<file path="config.mk">
export PLATFORM = sky130hd
export DESIGN_NAME = bmdma_regfile
export DESIGN_NICKNAME = d
export VERILOG_FILES = /design/src/rtl/bmdma_regfile.sv
export SDC_FILE = /design/constraint.sdc
export NUM_CORES = 1
export LEC_CHECK = 0
export ABC_CLOCK_PERIOD_IN_PS = 1950
export BUFFER_PORTS_ARGS = -buffer_cell sky130_fd_sc_hd__buf_2
export CAP_MARGIN = 0
export CORE_AREA = 2 2 116 118
export DETAILED_ROUTE_END_ITERATION = 8
export DIE_AREA = 0 0 118 120
export GPL_TIMING_DRIVEN = 0
export PLACE_DENSITY_LB_ADDON = 0.3
export SETUP_SLACK_MARGIN = 0.15
export SYNTH_ARGS = -nofsm -noshare
export SYNTH_HDL_FRONTEND = slang
export SYNTH_SLANG_ARGS = --single-unit
export TNS_END_PERCENT = 30
</file>
<file path="constraint.sdc">
create_clock -name clk -period 1.95 [get_ports clk]
set_input_delay 0 -clock clk [delete_from_list [all_inputs] [get_ports clk]]
set_output_delay 0 -clock clk [all_outputs]
set_load 0.01 [all_outputs]
</file>
<file path="src/rtl/bmdma_regfile.sv">
module bmdma_regfile #(
  parameter int NCH = 2,
  localparam int CW = (NCH > 1) ? $clog2(NCH) : 1,
  localparam int AW = CW + 3
) (
  input  logic              clk,
  input  logic              rst_n,
  input  logic              acc_valid,
  input  logic              acc_write,
  input  logic [AW-1:0]     acc_addr,
  input  logic [1:0]        acc_size,
  input  logic [31:0]       acc_wdata,
  output logic              rd_valid,
  output logic [31:0]       rd_data,
  input  logic [NCH-1:0]    hw_set_act,
  input  logic [NCH-1:0]    hw_clr_act,
  input  logic [NCH-1:0]    hw_set_err,
  input  logic [NCH-1:0]    hw_set_irq,
  output logic [NCH*8-1:0]  cmd_out,
  output logic [NCH*32-1:0] ptr_out,
  output logic [NCH-1:0]    cmd_wr_pulse
);

  wire [2:0]    off     = acc_addr[2:0];
  wire [CW-1:0] chan    = acc_addr[AW-1:3];
  wire          is_byte = (acc_size == 2'd0);
  wire          is_half = (acc_size == 2'd1);
  wire          is_word = acc_size[1];

  wire [31:0] lane_data = is_byte ? {4{acc_wdata[7:0]}} :
                          is_half ? {2{acc_wdata[15:0]}} : acc_wdata;

  logic [3:0] lane_en;
  always_comb begin
    lane_en = 4'b0000;
    if (off[2]) begin
      if (is_byte)      lane_en = 4'b0001 << off[1:0];
      else if (is_half) lane_en = off[1] ? 4'b1100 : 4'b0011;
      else if (is_word) lane_en = 4'b1111;
    end
  end

  wire [31:0] lane_mask = {{8{lane_en[3]}}, {8{lane_en[2]}}, {8{lane_en[1]}}, {8{lane_en[0]}}};

  logic [31:0] rdat [NCH];

  for (genvar i = 0; i < NCH; i++) begin : g_ch
    logic [7:0]  cmd_q;
    logic [7:0]  st_q;
    logic [31:0] ptr_q;
    logic [7:0]  st_sw;
    logic [7:0]  st_d;
    logic [31:0] ptr_rd;

    wire hit    = acc_valid && (chan == CW'(i));
    wire wr     = hit && acc_write;
    wire wr_cmd = wr && is_byte && (off == 3'd0);
    wire wr_st  = wr && is_byte && (off == 3'd2);
    wire wr_ptr = wr && (lane_en != 4'b0000);

    always_comb begin
      st_sw = st_q;
      if (wr_st)
        st_sw = {1'b0, acc_wdata[6:5], 2'b00, st_q[2:1] & ~acc_wdata[2:1], st_q[0]};
      st_d    = st_sw;
      st_d[2] = st_sw[2] | hw_set_irq[i];
      st_d[1] = st_sw[1] | hw_set_err[i];
      st_d[0] = hw_set_act[i] | (st_q[0] & ~hw_clr_act[i]);
    end

    always_ff @(posedge clk or negedge rst_n) begin
      if (!rst_n) begin
        cmd_q           <= '0;
        st_q            <= '0;
        ptr_q           <= '0;
        cmd_wr_pulse[i] <= 1'b0;
      end else begin
        st_q            <= st_d;
        cmd_wr_pulse[i] <= wr_cmd;
        if (wr_cmd) cmd_q <= acc_wdata[7:0];
        if (wr_ptr) ptr_q <= ((ptr_q & ~lane_mask) | (lane_data & lane_mask)) & 32'hFFFF_FFFC;
      end
    end

    always_comb begin
      if (is_byte)      ptr_rd = (ptr_q >> {off[1:0], 3'b000}) & 32'h0000_00FF;
      else if (is_half) ptr_rd = off[1] ? {16'h0, ptr_q[31:16]} : {16'h0, ptr_q[15:0]};
      else              ptr_rd = ptr_q;
    end

    always_comb begin
      if (off[2])        rdat[i] = ptr_rd;
      else if (!is_byte) rdat[i] = 32'hFFFF_FFFF;
      else begin
        case (off[1:0])
          2'd0:    rdat[i] = {24'h0, cmd_q};
          2'd2:    rdat[i] = {24'h0, st_q};
          default: rdat[i] = 32'h0000_00FF;
        endcase
      end
    end

    assign cmd_out[i*8 +: 8]  = cmd_q;
    assign ptr_out[i*32 +: 32] = ptr_q;
  end

  always_ff @(posedge clk or negedge rst_n) begin
    if (!rst_n) begin
      rd_valid <= 1'b0;
      rd_data  <= '0;
    end else begin
      rd_valid <= acc_valid && !acc_write;
      if (acc_valid && !acc_write) rd_data <= rdat[chan];
    end
  end

endmodule

</file>
==> flow_summary.ini <==
[logic_synthesis]
synthCells = 583
ys_ff_latch = 121
postSynthAreaPerCell_um2 = 10.8
synth_area_mm2 = 0.00629
synth_cell_types = 41
yosysSeqAreaShare_pct = 48.2
yosysWarnings = 0

[cells_and_area]
n_antenna_cell = 0
drive_above_1_share_pct = 37.1
area_growth_pct = 30.8
register_area_mm2 = 0.00303
final_nets = 847
fillers = 1091
multiInputGateArea_mm2 = 0.00305

[clock_network]
cts.sinks = 121
clkLatencyLatePin_ps = 420
post_cts_buffers = 0
cts_buffer_depth = 2
cts_made_buffers = 17
holdBufCountCts = 34
cts_tree = done
cts_resized = 0
cts.clk_slew.worst_paths_ps = 50
htreeDepth = 4
clockRootBuffer = clkbuf_16

[min_path]
min_path_cells = 3
min_from = acc_wdata[18]
hp-class = in2reg

[setup_path]
worstSetupStartpointType = primary input
r2r-end = rd_data[6]
cp.required_ps = 2190
crit_type = in2reg
r2r_setup_slack_ps = 500
arrival_ps = 2030
crit_path_end_kind = register
cp_max_fo = 10
reg2reg_depth = 4

[detailed_routing]
ant_nets = 0
drc = 0
firstDrtPassIters = 5
drtIter0Drc = 445
post_drt_wl_per_cell_um = 23.3
viasPerCell = 5.83
wl_mm = 22.9
vias = 5736

[sta]
period_needed_ps = 1790
max_slew_margin_pct = 33.3
hold_ws_ps = 8.82
final_max_slew_viol_count = 0
skew_ps = 5.59
setup_violations = 0
final.setup.tns_ps = 0
clock.fmax_mhz = 559
tightest_slew_ps = 993
hold_violations = 0
rsz0062_at_grt = false
period_share_pct = 91.8

[power]
p_per_area_mw_per_mm2 = 1050
vdd_drop_max_v = 0.000781
power_mw = 8.61
leakage_nw = 3.93

[place]
gp_congestion = 0.915
place_hpwl_mm = 17.2
place.port_buffers = 156

[floorplanning]
die_x_um = 118
core_area_mm2 = 0.0130
start_util_pct = 48.4
io_pins = 165
rows = 42
die_height_um = 120
die_area_mm2 = 0.0142

[run_status]
status = complete, no violations

[global_route]
antenna_found_initial = 0
grt_pass1_vias = 5768
grt_max_degree = 70
grtUsageTotal_pct = 33.0
grt_overflow = 0
grt_pass1_wl_mm = 34.3

[flow_run]
drv_cap = 0
[how the worst max path moves through the flow]
| stage | slack [ps] | cells past startpoint | startpoint | endpoint |
|---|---|---|---|---|
| final | 160 | 7 | acc_addr[0] | rd_data[4] |
| after global routing | 170 | 7 | acc_addr[2] | rd_data[1] |
| after CTS | 260 | 7 | acc_addr[0] | rd_data[4] |
| after detailed placement | -160 | 6 | acc_size[0] | g_ch[1].cmd_q[3] |
| after global placement | -520 | 1 | rst_n | async pin |
| after floorplan | 220 | 6 | acc_size[0] | g_ch[1].cmd_q[1] |
[cell type report]
type                    instances  area share [%]
plain buffers                  43            2.30
inverters                       8           0.365
well taps                     176            2.68
flip-flops and latches        121            36.8
repair buffers                192            14.2
clock inverters                10            1.28
multi-input cells             414            37.1
clock buffers                  20            5.31
[critical path, cell delays in order]
cell	delay, ps
buf_2	140
buf_1	510
buf_1	660
mux2i_1	400
nand2_1	100
nand4_1	130
a31oi_1	80
[synthesized netlist by cell type, drive strengths merged]
library cell | number | area share, %
conb | 1 | 0.060
nor3 | 3 | 0.24
a221oi | 4 | 0.56
o21ai | 54 | 4.3
a31oi | 6 | 0.60
or4 | 1 | 0.12
clkinv | 2 | 0.12
mux2i | 49 | 7.8
nand2b | 7 | 0.70
dfrtp | 121 | 48
nand4 | 4 | 0.40
clkbuf | 20 | 1.2
nor2b | 3 | 0.30
nand3b | 4 | 0.48
and4 | 1 | 0.14
a22oi | 2 | 0.24
nor4 | 4 | 0.84
a21oi | 28 | 2.2
inv | 6 | 0.36
o22a | 2 | 0.28
mux4 | 2 | 0.72
nand3 | 3 | 0.24
a21o | 16 | 1.9
a211oi | 10 | 1.2
buf | 23 | 1.8
nand2 | 60 | 3.6
mux2 | 96 | 17
o21a | 1 | 0.12
o22ai | 6 | 0.60
and3b | 1 | 0.14
o31ai | 2 | 0.24
o21ba | 1 | 0.16
o211ai | 6 | 0.72
nor2 | 31 | 1.9
a41oi | 2 | 0.28
and4b | 1 | 0.16
[stage by stage]
stage                     cells  utilization, %  area, um2  setup slack (ps)
final                       984            63.4       8230               160
after global routing        984            63.4       8230               171
after CTS                   983            63.3       8220               263
after detailed placement    919            56.5       7330              -158
after global placement      918            56.2       7300              -521
after floorplan             586               -       6300               218
[kinds of logic after synthesis]
group           synth area share, %
mux                            25.7
compound gates                 13.4
simple gates                   9.17
flops                          48.2
buf+inv                        3.48
other cells                  0.0596
[cell usage in the layout (no fill, tap or decap), types with 2 or more instances in the layout]
cell type / Yosys / final
a21oi_1: 28 / 28
mux2_2: 96 / 96
inv_1: 6 / 6
o21ai_1: 4 / 4
a41oi_1: 2 / 2
a31oi_1: 6 / 6
nor2b_1: 3 / 3
clkinv_2: 0 / 6
buf_2: 10 / 165
clkbuf_16: 0 / 17
conb_1: 1 / 4
a21o_1: 16 / 16
o22ai_1: 6 / 6
o21ai_0: 50 / 50
buf_1: 9 / 9
mux2i_1: 49 / 49
nand4_1: 4 / 4
o211ai_1: 6 / 6
o31ai_1: 2 / 2
clkbuf_1: 20 / 23
nor4_2: 2 / 2
clkinv_1: 2 / 2
a22oi_1: 2 / 2
a211oi_1: 10 / 10
dfrtp_1: 121 / 121
nand2_1: 60 / 60
dlygate4sd3_1: 0 / 35
mux4_2: 2 / 2
a221oi_1: 4 / 4
o22a_1: 2 / 2
nand3_1: 3 / 3
nand3b_1: 4 / 4
buf_4: 4 / 4
clkinvlp_4: 0 / 2
bufinv_16: 0 / 2
nor2_1: 31 / 31
nand2b_1: 7 / 7
nor3_1: 3 / 3
[per-layer routing]
metal | GRT usage, % | wire length [um] | vias up
met5 | 0 | 0 | -
met4 | 10.5 | 520 | 0
met3 | 7.79 | 1420 | 39
met2 | 54.7 | 11200 | 243
met1 | 43.1 | 9810 | 2924
li1 | - | - | 2530
[where the power goes]
group          total, mW  switching [mW]  internal, mW  leakage, nW
combinational       2.19            1.19          1.00         2.19
clock               2.94            1.09          1.85        0.265
sequential          3.49           0.528          2.96         1.48
No activity file was read; power rests on OpenSTA's default activity.
